### src/rtl/fpc_pkg.sv
package fpc_pkg;

   typedef enum logic [1:0] {
      CLS_SLOW  = 2'd0,
      CLS_FAST  = 2'd1,
      CLS_RECOV = 2'd2
   } fpc_class_e;

   // word positions fixed by the two-byte pad ahead of the Ethernet header
   localparam int unsigned W_ETYPE = 3;
   localparam int unsigned W_TAG   = 4;
   localparam int unsigned W_ADDR  = 5;
   localparam int unsigned W_PORT  = 9;
   localparam int unsigned W_HDR   = 11;

   // header words ahead of the payload length count
   localparam int unsigned LEN_BIAS = 3;

   localparam logic [15:0] RECOV_ETYPE = 16'hBEEE;
   localparam logic [31:0] RECOV_TAG   = 32'h61646472;

   // match flag positions
   localparam int unsigned F_PORT  = 0;
   localparam int unsigned F_HDR   = 1;
   localparam int unsigned F_ETYPE = 2;
   localparam int unsigned F_TAG   = 3;
   localparam int unsigned F_ADDR  = 4;
   localparam int unsigned F_NUM   = 5;

endpackage

### src/rtl/fpc_beat_index.sv
module fpc_beat_index #(
   parameter int unsigned IDX_W = 11
) (
   input  logic             clk,
   input  logic             rst_n,
   input  logic             beat_vld,
   input  logic             beat_first,
   output logic [IDX_W-1:0] cur_idx
);
   localparam logic [IDX_W-1:0] IDX_MAX = {IDX_W{1'b1}};

   logic [IDX_W-1:0] idx_q;

   assign cur_idx = beat_first ? '0 : idx_q;

   always_ff @(posedge clk or negedge rst_n) begin
      if (!rst_n) begin
         idx_q <= '0;
      end else if (beat_vld) begin
         if (cur_idx != IDX_MAX)
            idx_q <= cur_idx + 1'b1;
         else
            idx_q <= IDX_MAX;
      end
   end
endmodule

### src/rtl/fpc_field_scan.sv
module fpc_field_scan
   import fpc_pkg::*;
#(
   parameter int unsigned DATA_W   = 32,
   parameter int unsigned IDX_W    = 11,
   parameter int unsigned PORT_W   = 16,
   parameter bit          RECOV_EN = 1'b1
) (
   input  logic              clk,
   input  logic              rst_n,
   input  logic              beat_vld,
   input  logic              beat_first,
   input  logic [DATA_W-1:0] beat_data,
   input  logic [IDX_W-1:0]  cur_idx,
   input  logic [PORT_W-1:0] cfg_port,
   input  logic [DATA_W-1:0] cfg_bad,
   output logic              now_fast,
   output logic              now_recov,
   output logic [DATA_W-1:0] now_addr
);
   logic [F_NUM-1:0]  flag_q;
   logic [F_NUM-1:0]  flag_base;
   logic [F_NUM-1:0]  flag_hit;
   logic [F_NUM-1:0]  flag_nxt;
   logic [DATA_W-1:0] addr_q;
   logic              at_port;
   logic              at_hdr;

   assign at_port = beat_vld && (cur_idx == IDX_W'(W_PORT));
   assign at_hdr  = beat_vld && (cur_idx == IDX_W'(W_HDR));

   assign flag_hit[F_PORT] = at_port && (beat_data[PORT_W-1:0] == cfg_port);
   assign flag_hit[F_HDR]  = at_hdr && (beat_data != cfg_bad);

   generate
      if (RECOV_EN) begin : g_recov
         logic at_etype;
         logic at_tag;
         logic at_addr;
         assign at_etype = beat_vld && (cur_idx == IDX_W'(W_ETYPE));
         assign at_tag   = beat_vld && (cur_idx == IDX_W'(W_TAG));
         assign at_addr  = beat_vld && (cur_idx == IDX_W'(W_ADDR));
         assign flag_hit[F_ETYPE] = at_etype && (beat_data[15:0] == RECOV_ETYPE);
         assign flag_hit[F_TAG]   = at_tag && (beat_data == DATA_W'(RECOV_TAG));
         assign flag_hit[F_ADDR]  = at_addr;
         assign now_addr  = at_addr ? beat_data : addr_q;
         always_ff @(posedge clk or negedge rst_n) begin
            if (!rst_n)
               addr_q <= '0;
            else if (at_addr)
               addr_q <= beat_data;
         end
      end else begin : g_norecov
         assign flag_hit[F_ETYPE] = 1'b0;
         assign flag_hit[F_TAG]   = 1'b0;
         assign flag_hit[F_ADDR]  = 1'b0;
         assign now_addr = '0;
         always_ff @(posedge clk or negedge rst_n) begin
            if (!rst_n)
               addr_q <= '0;
            else
               addr_q <= '0;
         end
      end
   endgenerate

   assign flag_base = beat_first ? '0 : flag_q;
   assign flag_nxt  = flag_base | flag_hit;

   always_ff @(posedge clk or negedge rst_n) begin
      if (!rst_n)
         flag_q <= '0;
      else if (beat_vld)
         flag_q <= flag_nxt;
   end

   assign now_fast  = flag_nxt[F_PORT] && flag_nxt[F_HDR];
   assign now_recov = flag_nxt[F_ETYPE] && flag_nxt[F_TAG] && flag_nxt[F_ADDR];
endmodule

### src/rtl/fpc_result_hold.sv
module fpc_result_hold #(
   parameter int unsigned DATA_W = 32,
   parameter int unsigned IDX_W  = 11
) (
   input  logic              clk,
   input  logic              rst_n,
   input  logic              load,
   input  logic              ack,
   input  logic [1:0]        cls_in,
   input  logic [IDX_W-1:0]  len_in,
   input  logic [DATA_W-1:0] addr_in,
   output logic              valid,
   output logic [1:0]        cls,
   output logic [IDX_W-1:0]  len,
   output logic [DATA_W-1:0] addr
);
   always_ff @(posedge clk or negedge rst_n) begin
      if (!rst_n) begin
         valid <= 1'b0;
         cls   <= '0;
         len   <= '0;
         addr  <= '0;
      end else if (load) begin
         valid <= 1'b1;
         cls   <= cls_in;
         len   <= len_in;
         addr  <= addr_in;
      end else if (ack) begin
         valid <= 1'b0;
      end
   end
endmodule

### src/rtl/fpc_classifier.sv
module fpc_classifier
   import fpc_pkg::*;
#(
   parameter int unsigned DATA_W   = 32,
   parameter int unsigned IDX_W    = 11,
   parameter int unsigned PORT_W   = 16,
   parameter bit          RECOV_EN = 1'b1
) (
   input  logic              clk,
   input  logic              rst_n,
   input  logic              in_valid,
   input  logic              in_sof,
   input  logic              in_eof,
   input  logic [DATA_W-1:0] in_data,
   input  logic [PORT_W-1:0] cfg_data_port,
   input  logic [DATA_W-1:0] cfg_bad_hdr,
   input  logic              res_ack,
   output logic              res_valid,
   output logic [1:0]        res_class,
   output logic [IDX_W-1:0]  res_len,
   output logic [DATA_W-1:0] res_addr
);
   localparam logic [IDX_W-1:0] BIAS = IDX_W'(LEN_BIAS);

   generate
      if (DATA_W != 32) begin : g_bad_data_w
         $error("fpc_classifier: DATA_W must be 32");
      end
      if (IDX_W < 4) begin : g_bad_idx_w
         $error("fpc_classifier: IDX_W too small to reach word 11");
      end
      if (PORT_W > DATA_W) begin : g_bad_port_w
         $error("fpc_classifier: PORT_W wider than a word");
      end
   endgenerate

   logic              beat_vld;
   logic              beat_first;
   logic              frame_end;
   logic [IDX_W-1:0]  cur_idx;
   logic              now_fast;
   logic              now_recov;
   logic [DATA_W-1:0] now_addr;
   fpc_class_e        cls_sel;
   logic [IDX_W-1:0]  len_sel;
   logic [DATA_W-1:0] addr_sel;

   assign beat_vld   = in_valid;
   assign beat_first = in_valid && in_sof;
   assign frame_end  = in_valid && in_eof;

   fpc_beat_index #(.IDX_W(IDX_W)) u_index (
      .clk        (clk),
      .rst_n      (rst_n),
      .beat_vld   (beat_vld),
      .beat_first (beat_first),
      .cur_idx    (cur_idx)
   );

   fpc_field_scan #(
      .DATA_W   (DATA_W),
      .IDX_W    (IDX_W),
      .PORT_W   (PORT_W),
      .RECOV_EN (RECOV_EN)
   ) u_scan (
      .clk        (clk),
      .rst_n      (rst_n),
      .beat_vld   (beat_vld),
      .beat_first (beat_first),
      .beat_data  (in_data),
      .cur_idx    (cur_idx),
      .cfg_port   (cfg_data_port),
      .cfg_bad    (cfg_bad_hdr),
      .now_fast   (now_fast),
      .now_recov  (now_recov),
      .now_addr   (now_addr)
   );

   // fast path wins over recovery
   always_comb begin
      if (now_fast)
         cls_sel = CLS_FAST;
      else if (now_recov)
         cls_sel = CLS_RECOV;
      else
         cls_sel = CLS_SLOW;
   end

   assign len_sel  = (cur_idx >= BIAS) ? (cur_idx - BIAS) : '0;
   assign addr_sel = (cls_sel == CLS_RECOV) ? now_addr : '0;

   fpc_result_hold #(.DATA_W(DATA_W), .IDX_W(IDX_W)) u_hold (
      .clk     (clk),
      .rst_n   (rst_n),
      .load    (frame_end),
      .ack     (res_ack),
      .cls_in  (cls_sel),
      .len_in  (len_sel),
      .addr_in (addr_sel),
      .valid   (res_valid),
      .cls     (res_class),
      .len     (res_len),
      .addr    (res_addr)
   );
endmodule

### config.mk
export PLATFORM = sky130hd
export DESIGN_NAME = fpc_classifier
export DESIGN_NICKNAME = d
export VERILOG_FILES = /design/src/rtl/fpc_pkg.sv /design/src/rtl/fpc_beat_index.sv /design/src/rtl/fpc_field_scan.sv /design/src/rtl/fpc_result_hold.sv /design/src/rtl/fpc_classifier.sv
export SDC_FILE = /design/constraint.sdc
export NUM_CORES = 1
export LEC_CHECK = 0
export BUFFER_PORTS_ARGS = -buffer_cell sky130_fd_sc_hd__buf_2
export CORE_ASPECT_RATIO = 0.7
export CORE_MARGIN = 2
export CORE_UTILIZATION = 38
export CTS_BUF_LIST = sky130_fd_sc_hd__clkbuf_8
export CTS_CLUSTER_DIAMETER = 50
export CTS_CLUSTER_SIZE = 12
export DETAILED_ROUTE_END_ITERATION = 12
export SLEW_MARGIN = 20
export SYNTH_ARGS = -nofsm -noshare
export SYNTH_HDL_FRONTEND = slang
export SYNTH_HIERARCHICAL = 1
export SYNTH_SLANG_ARGS = --single-unit
### constraint.sdc
create_clock -name clk -period 3.6 [get_ports clk]
set_input_delay 0.36 -clock clk [delete_from_list [all_inputs] [get_ports clk]]
set_output_delay 0.36 -clock clk [all_outputs]
set_load 0.01 [all_outputs]
==> metrics.cfg, run 1 <==
[status]
status = finished, final reports clean

[cts]
cts_max_path_buffers = 2
cts.sinks = 94
cts_max_level = 3
post_cts_resized = 0
cts_made_buffers = 9
clk_latency_ps = 370
clkTransAtPathRegs_ps = 80
cts_tree = done
clock-root-buffer = clkbuf_8

[pwr]
switching_share = 0.295
vdd_ir_drop_max_mv = 0.278
p_clk_frac = 0.272
internal_power_w = 0.00227
seqPwrFrac = 0.444
p_per_area_mw_per_mm2 = 502
power.switching_w = 0.000951
p_comb_frac = 0.284
power_leakage_nw = 3.18

[synthesis]
synth_area_leaders = dfrtp_1, mux2_4, mux2_2, xor2_1, and2_1
synth_top_area_share = 0.445
yosys.area.top_type = dfrtp_1
ys_async_sr_fraction = 1.00
syn-cell-area_mm2 = 0.00529
synthDistinctLibCells = 53
syn_inst = 435
synth_edf_count = 0
syn-num-nets = 523
synth-seq-cells = 94
yosys-top-cells-count = dfrtp_1, mux2_2, mux2_4
ys_seq_area_frac = 0.445
ys_dominant_reg_cell = dfrtp_1
yosysMostFrequentCell = dfrtp_1
ys_warn_count = 6
syn_area_per_cell_um2 = 12.2

[critical_path]
r2r_start = u_index/idx_q[5]$_DFFE_PN0P_
path_common_cell = and2_1
crit_required_ps = 3840
crit_path_top_delay_cell = and2_1
r2r_end = u_hold/addr[17]$_DFFE_PN0P_
crit_type = in2reg
critPathMaxFanout = 33
endpoint_kind = register
r2r_slack_ps = 630
cp_data_arrival_time_ps = 3220
rr_worst_depth = 10
max_stage_delay_ps = 410
cp-start-kind = input port
path_cells = buf_2, and2_1, nor2b_1, nor3_1, buf_4, nand4_1, nor4_1, a2bb2oi_1, a21oi_1, nor2b_4, and2_1, mux2_4

[global_route]
antenna_found_initial = 0
gr-usage-met1 = 0.291
grt_pass1_wl_mm = 23.0
grt.busiest_layer = met2
gr-usage-met3 = 0.0496
first_global_vias = 4098
gr-total-overflow = 0
grtUsageMet2 = 0.301
grt.total_usage = 0.201
grt_max_degree = 43

[worst_hold_path]
min_from = res_ack
hold_depth = 3
hp-class = in2reg
holdPathEnd = u_hold/valid$_DFFE_PN0P_

[floorplan]
start_util = 0.385
ios = 132
rows = 36
core_mm2 = 0.0137
die_height_um = 103
chipWidth_um = 145
fp.dieArea_mm2 = 0.0149

[sta]
post-route-min-period_ps = 2980
fin_crit_sh = 0.828
hold_viol_final = 0
fmax_mhz = 336
setup_viol = 0
rsz0062_at_grt = false
setup_tns_ps = 0
slew-limit-headroom = 0.568
fin_skew_ps = 10.4
worst_pin_slew_ps = 649
slew_viol_final = 0

[drt]
drtPass1Iterations = 5
drt_iter0_markers = 233
wl_mm = 14.5
wire_per_inst_um = 18.8
drc = 0
vias = 3953
viasPerCell = 5.12
drt.antenna.violating_nets = 0

[finish]
utilization = 0.467
final_layout_size_suffix_gt1_frac = 0.440
nets = 665
area_growth_pct = 21.3
layout.cells.non_filler = 772
diodes = 0

[run]
cap_violations = 0

[place]
dp_cells = 755
gp_congestion = 0.880
portBuffers = 131
post-dp-hpwl_mm = 10.9

==> state kept, by name, indices dropped and copies added, names as in the netlist <==
signal / cells
u_hold/valid: 1
u_index/idx_q: 11
u_hold/addr: 32
u_hold/cls: 2
u_hold/len: 11
u_scan/flag_q: 5
u_scan/addr_q: 32
==> worst max-delay path: cells and delay by family <==
kind | cells | cell delay, ps
buffers and inverters | 2 | 270
AOI/OAI and AO/OA | 2 | 440
muxes | 1 | 260
and+or+nand+nor | 7 | 1860
==> metrics by stage <==
step	power, W	setup WS, ps	area [um2]	hold slack [ps]
2_1_floorplan	0.00204	552	5290	64.4
3_3_place_gp	0.00233	127	6150	391
3_5_place_dp	0.00236	328	6150	395
4_1_cts	0.00324	692	6420	250
5_1_grt	0.00341	415	6420	267
6_report	0.00322	621	6420	262
==> cell usage in the layout (no fill, tap or decap), types with 2 or more instances in the layout <==
| cell | count |
|---|---|
| and3_1 | 2 |
| o22a_1 | 5 |
| nor4bb_1 | 2 |
| nor2_1 | 15 |
| clkbuf_8 | 10 |
| and2_1 | 34 |
| a41oi_1 | 5 |
| o21ai_0 | 7 |
| a21oi_1 | 13 |
| mux2_2 | 40 |
| nor4b_1 | 4 |
| xnor2_1 | 16 |
| nand3_1 | 4 |
| xor2_1 | 36 |
| nor3_1 | 10 |
| buf_4 | 19 |
| buf_2 | 130 |
| mux2_4 | 40 |
| nor4_1 | 14 |
| nand4_1 | 11 |
| ha_1 | 2 |
| nor2b_1 | 12 |
| dfrtp_1 | 94 |
| bufinv_16 | 3 |
| nand2_1 | 12 |
| a211oi_1 | 3 |
| nand2b_1 | 2 |
| inv_1 | 8 |
==> layer usage <==
| layer | part of all wire | wire length, um | vias up |
|---|---|---|---|
| met4 | 0.017 | 244 | 0 |
| li1 | - | - | 1825 |
| met1 | 0.49 | 7190 | 1974 |
| met2 | 0.43 | 6220 | 135 |
| met3 | 0.060 | 877 | 19 |
| met5 | 0 | 0 | - |
==> power groups by stage <==
| stage | sequential [W] | clock [W] | combinational (W) |
|---|---|---|---|
| 2_1_floorplan | 0.00144 | 0 | 0.000602 |
| 3_3_place_gp | 0.00144 | 0 | 0.000894 |
| 3_5_place_dp | 0.00145 | 0 | 0.000909 |
| 4_1_cts | 0.00143 | 0.000893 | 0.000918 |
| 5_1_grt | 0.00146 | 0.000933 | 0.00101 |
| 6_report | 0.00143 | 0.000876 | 0.000915 |
==> repair_timing <==
item,in CTS,in global routing
buffers inserted,0,0
hold buffers,1,0
endpoints found under the hold margin,27,0
==> worst max-delay path by stage <==
stage          depth (start not counted)  slack (ps)                          end                          from
5_1_grt                               12         420  u_hold/addr[15]$_DFFE_PN0P_                      in_valid
3_3_place_gp                          12         130  u_hold/addr[12]$_DFFE_PN0P_                        in_sof
6_report                              12         620  u_hold/addr[17]$_DFFE_PN0P_                      in_valid
4_1_cts                               10         690  u_hold/addr[17]$_DFFE_PN0P_  u_index/idx_q[5]$_DFFE_PN0P_
2_1_floorplan                         13         550  u_hold/addr[19]$_DFFE_PN0P_                        in_sof
3_5_place_dp                          12         330  u_hold/addr[17]$_DFFE_PN0P_                      in_valid
==> cells by family (layout without fill, tap and decap cells) <==
kind of cell | Yosys count | count (layout) | synth area share
AOI/OAI and AO/OA | 43 | 43 | 0.0586
xor gates and xnor gates | 52 | 52 | 0.0861
adders and majority gates | 2 | 2 | 0.00473
buffers and inverters | 27 | 174 | 0.0397
DFF | 94 | 94 | 0.445
muxes | 82 | 82 | 0.203
and+or+nand+nor | 135 | 135 | 0.164
==> cell type report <==
cell class,instances,area (um2)
clock buffers,10,138
multi-input cells,314,2740
inverters,8,30.0
repair buffers,150,803
clock inverters,6,118
flip-flops and latches,94,2350
fillers,1332,7320
well taps,190,238
No activity file was read; power rests on OpenSTA's default activity.
==> run 2, diff against run 1 <==
- clock period: 3.6 -> 2.65 ns (I/O delays scaled with it)
==> run 2 against run 1 <==
Against the previous run: sequential power up 36%; via count about the same; combinational power up 44%; clock skew about the same; flip-flop and latch count unchanged.
==> metrics.cfg, run 2 (same netlist as run 1, synthesis figures left out) <==
[status]
status = finished, final reports clean

[worst_hold_path]
hp-class = in2reg
hold_depth = 3  ; unchanged

[sta]
rsz0062_at_grt = false
setup_viol = 0  ; unchanged
worst_pin_slew_ps = 561  ; -87.7 ps
fmax_mhz = 399
fin_skew_ps = 10.0  ; -0.335 ps
fin_crit_sh = 0.947
slew_viol_final = 0  ; unchanged
slew-limit-headroom = 0.625  ; +0.0572
post-route-min-period_ps = 2510
hold_viol_final = 0  ; unchanged

[run]
cap_violations = 0  ; unchanged

[floorplan]
die_height_um = 103  ; unchanged
start_util = 0.385  ; unchanged
ios = 132  ; unchanged
chipWidth_um = 145  ; unchanged
rows = 36  ; unchanged
core_mm2 = 0.0137  ; unchanged
fp.dieArea_mm2 = 0.0149  ; unchanged

[pwr]
vdd_ir_drop_max_mv = 0.367  ; +32%
p_per_area_mw_per_mm2 = 640  ; +28%
power_leakage_nw = 3.27  ; +2.8%

[cts]
cts_tree = done
cts_made_buffers = 9  ; unchanged
cts_max_path_buffers = 2  ; unchanged
cts_max_level = 3  ; unchanged
post_cts_buffers = 0  ; unchanged
clk_latency_ps = 370  ; about the same
clock-root-buffer = clkbuf_8
cts.sinks = 94  ; unchanged
clkTransAtPathRegs_ps = 90  ; about the same

[drt]
drt_iter0_markers = 243  ; +4.3%
wl_mm = 14.5  ; about the same
drtPass1Iterations = 4  ; -1
drc = 0  ; unchanged
wire_per_inst_um = 18.4  ; -2.3%
viasPerCell = 5.01  ; -2.3%
drt.antenna.violating_nets = 0  ; unchanged
vias = 3954  ; +0.025%

[critical_path]
critPathMaxFanout = 19  ; -42%
rr_worst_depth = 10  ; unchanged
endpoint_kind = register
cp-start-kind = register
crit_required_ps = 2900  ; -940 ps
cp_data_arrival_time_ps = 2760  ; -460 ps
crit_type = reg2reg

[global_route]
grt_max_degree = 47  ; +9.3%
antenna_found_initial = 0  ; unchanged
gr-total-overflow = 0  ; unchanged
first_global_vias = 4056  ; -1.0%
grt_pass1_wl_mm = 22.9  ; -0.27%
grt.total_usage = 0.202  ; +0.00114

[finish]
nets = 683  ; +2.7%
final_common_cell = buf_2
final_layout_size_suffix_gt1_frac = 0.462  ; +0.0218
diodes = 0  ; unchanged
utilization = 0.478  ; +0.0107
final_cell_mix = buf_2, dfrtp_1, mux2_4, mux2_2, xor2_1
layout.cells.non_filler = 790  ; +2.3%
area_growth_pct = 24.0
reg_top3 = u_hold/addr x32, u_scan/addr_q x32

[place]
post-dp-hpwl_mm = 10.9  ; -0.38%
dp_cells = 773  ; +2.4%
portBuffers = 131  ; unchanged
gp_congestion = 0.891  ; +1.2%

==> run 2: per-layer routing <==
metal,global-route usage,vias up,part of all wire
met4,0.0663,0,0.023
met3,0.0429,26,0.043
li1,-,1863,-
met1,0.296,1940,0.51
met5,0,-,0
met2,0.300,125,0.43
==> run 2: timing repair <==
item                                    CTS  global route
gates resized for setup                   0             2
endpoints found under the setup margin    0            32
hold endpoints to repair                 38             0
hold buffers                              1             0
==> run 2: through the flow <==
stage	power (W)	setup WS (ps)	TNS (ps)	area, um2	hold WS [ps]
6_report	0.00420	141	0	6560	161
5_1_grt	0.00448	38.2	0	6560	173
4_1_cts	0.00424	64.7	0	6550	143
3_5_place_dp	0.00328	-23.9	-227	6350	291
3_3_place_gp	0.00324	26.2	0	6350	289
2_1_floorplan	0.00278	51.2	0	5310	-30.6
==> run 2: path summary, 6_finish.rpt <==
| path | slack [ps] | end | startpoint |
|---|---|---|---|
| max | 140 | u_hold/addr[16]$_DFFE_PN0P_ | u_index/idx_q[9]$_DFFE_PN0P_ |
| min | 160 | u_hold/valid$_DFFE_PN0P_ | res_ack |
| max reg2reg | 140 | u_hold/addr[16]$_DFFE_PN0P_ | u_index/idx_q[9]$_DFFE_PN0P_ |
| min reg2reg | 480 | u_hold/valid$_DFFE_PN0P_ | u_hold/valid$_DFFE_PN0P_ |
| max in group asynchronous | 1610 | u_hold/len[3]$_DFFE_PN0P_ | rst_n |
| min in group asynchronous | 420 | u_index/idx_q[7]$_DFFE_PN0P_ | rst_n |
==> run 2: where the power goes <==
| group | internal (W) | switching, W |
|---|---|---|
| sequential | 0.00179 | 0.000157 |
| clock | 0.000431 | 0.000507 |
| combinational | 0.000693 | 0.000627 |
==> run 2: critical path, stage by stage, from the launching register on <==
cell and delay [ps]:
dfrtp_1 440, nor2b_1 190, nor4_4 350, nand4_1 210, nor2_1 130, o21ai_0 150, a21oi_2 230, nor2b_2 70
buf_4 200, and2_1 180, mux2_4 260
==> run 2: final cells by class <==
class	count	area [um2]
Clock inverter	7	66.3
Timing Repair Buffer	168	1000
Clock buffer	9	124
Sequential cell	94	2350
Multi-Input combinational cell	314	2750
Inverter	8	30.0
Tap cell	190	238
Fill cell	1292	7170
==> run 3, diff against run 2 <==
- clock period: 2.65 -> 2.04 ns (I/O delays scaled with it)
==> run 3 against run 2 <==
Against the previous run: the run now ends with setup timing left; final cell count grew 5.7%; die area is the same; hold slack worse by 70 ps; critical path depth rose by 2; maximum frequency shrank 2.5%; highest routed layer unchanged; core utilization rose by 3.4 points.
==> metrics.cfg, run 3 (same netlist as run 1, synthesis figures left out) <==
[cts]
clkTransAtPathRegs_ps = 100  ; about the same
cts_max_level = 3  ; unchanged
cts_made_buffers = 9  ; unchanged
cts.sinks = 94  ; unchanged
clock-root-buffer = clkbuf_8
clk_latency_ps = 380  ; about the same
cts_max_path_buffers = 2  ; unchanged
cts_tree = done

[sta]
worst_pin_slew_ps = 522  ; -38.7 ps
fin_hold_ws_ps = 91.8  ; -69.7 ps
fin_crit_sh = 1.26  ; +0.315
setup_ws_ps = -533  ; -674 ps
slew_viol_final = 0  ; unchanged
rsz0062_at_grt = true
hold_viol_final = 0  ; unchanged
post-route-min-period_ps = 2570  ; +64.1 ps
setup_viol = 45  ; +45
fmax_mhz = 389  ; -2.5%
slew-limit-headroom = 0.652  ; +0.0271
fin_skew_ps = 17.1  ; +7.03 ps

[global_route]
antenna_found_initial = 0  ; unchanged
grtUsageMet2 = 0.328  ; +0.0278
grt.busiest_layer = met2
grt.total_usage = 0.219  ; +0.0168
gr-total-overflow = 0  ; unchanged
gr-usage-met3 = 0.0571  ; +0.0142
first_global_vias = 4390  ; +8.2%
grt_pass1_wl_mm = 24.7  ; +7.8%
gr-usage-met1 = 0.314  ; +0.0184
grt_max_degree = 38  ; -19%

[finish]
final_layout_size_suffix_gt1_frac = 0.541  ; +0.0794
nets = 728  ; +6.6%
multi_input_area_mm2 = 0.00290  ; +5.2%
fin_area_mm2 = 0.00703  ; +7.0%
reg_top3 = u_hold/addr x32, u_scan/addr_q x32
utilization = 0.511  ; +0.0336
fill_cells = 1242  ; -3.9%
layout.cells.non_filler = 835  ; +5.7%
final_cell_mix = buf_2, dfrtp_1, buf_4
area_growth_pct = 32.8
diodes = 0  ; unchanged
final_common_cell = buf_2
regArea_mm2 = 0.00235  ; unchanged

[pwr]
power_leakage_nw = 3.52  ; +7.4%
vdd_ir_drop_max_mv = 0.521  ; +42%
p_per_area_mw_per_mm2 = 799  ; +25%

[floorplan]
core_mm2 = 0.0137  ; unchanged
die_height_um = 103  ; unchanged
fp.dieArea_mm2 = 0.0149  ; unchanged
chipWidth_um = 145  ; unchanged
rows = 36  ; unchanged
start_util = 0.385  ; unchanged
ios = 132  ; unchanged

[drt]
drtPass1Iterations = 4  ; unchanged
drt_iter0_markers = 210  ; -14%
wire_per_inst_um = 18.8  ; +2.3%
drc = 0  ; unchanged
vias = 4171  ; +5.5%
viasPerCell = 5.00  ; -0.20%
drt.antenna.violating_nets = 0  ; unchanged
wl_mm = 15.7  ; +8.1%

[critical_path]
path_cells = nor2b_4, nor4_4, buf_4, nand4_1, nor4_2, a2bb2oi_2, a21oi_2, buf_4, nor2b_4, buf_12, and2_1, mux2_4
cp-start-kind = register
endpoint_kind = register
critPathMaxFanout = 16  ; -3
path_delay_family = simple AND/OR/NAND/NOR gates
max_stage_delay_ps = 410  ; -30 ps
crit_required_ps = 2320  ; -580 ps
crit_path_top_delay_cell = dfrtp_1
r2r_slack_ps = -530  ; -670 ps
cp_data_arrival_time_ps = 2850  ; +90 ps
crit_type = reg2reg
cp_num_buf_inv = 3  ; +2

[run]
cap_violations = 0  ; unchanged

[worst_hold_path]
hp-class = in2reg

[place]
dpl_cell_area_mm2 = 0.00661  ; +4.1%
post-dp-hpwl_mm = 11.9  ; +9.2%
portBuffers = 131  ; unchanged
dp_cells = 807  ; +4.4%
gp_congestion = 0.919  ; +3.1%

[status]
violations = setup timing
status = complete, but fails checks

==> run 3: what timing repair did <==
action	CTS	global route
hold buffers	1	0
setup buffers	7	5
cloned	1	0
hold endpoints to repair	33	0
setup endpoints to repair	46	81
gates resized for setup	21	8
pin swaps	4	5
==> run 3: worst register-to-register path, stage by stage, from the launching register on <==
cell       delay [ps]
dfrtp_1           410
nor2b_4           150
nor4_4            310
buf_4             170
nand4_1           150
nor4_2            310
a2bb2oi_2         120
a21oi_2           130
buf_4             150
nor2b_4            40
buf_12            140
and2_1            160
mux2_4            250
==> run 3: cell type report <==
class                   instances  area share
clock buffers                  10      0.0196
clock inverters                 6     0.00606
inverters                       8     0.00463
multi-input cells             315       0.412
flip-flops and latches         94       0.335
well taps                     190      0.0338
repair buffers                212       0.189
==> run 3: metrics by stage <==
stage	TNS (ps)	worst slack, ps	power [W]
after floorplan	-10560	-288	0.00363
after global placement	-46380	-1040	0.00431
after detailed placement	-49370	-1110	0.00437
after CTS	-14620	-404	0.00564
after global routing	-25200	-670	0.00597
final	-19040	-533	0.00562
==> run 3: path summary, 6_finish.rpt <==
check                           cells past startpoint                    startpoint                           end
worst max-delay path                               12  u_index/idx_q[8]$_DFFE_PN0P_   u_hold/addr[29]$_DFFE_PN0P_
worst min-delay path                                3                       res_ack      u_hold/valid$_DFFE_PN0P_
worst max register to register                     12  u_index/idx_q[8]$_DFFE_PN0P_   u_hold/addr[29]$_DFFE_PN0P_
worst min register to register                      1      u_hold/valid$_DFFE_PN0P_      u_hold/valid$_DFFE_PN0P_
max in group asynchronous                           3                         rst_n   u_hold/addr[16]$_DFFE_PN0P_
min in group asynchronous                           2                         rst_n  u_scan/flag_q[0]$_DFFE_PN0P_
==> run 3: power breakdown <==
part	total, W	internal [W]	switching (W)
clock	0.00119	0.000484	0.000708
combinational	0.00196	0.00102	0.000936
sequential	0.00247	0.00232	0.000144
total	0.00562	0.00383	0.00179
==> run 3: routing by layer <==
| layer | part of all wire | vias up |
|---|---|---|
| li1 | - | 1967 |
| met1 | 0.49 | 2066 |
| met2 | 0.43 | 123 |
| met3 | 0.059 | 15 |
| met4 | 0.016 | 0 |
| met5 | 0 | - |
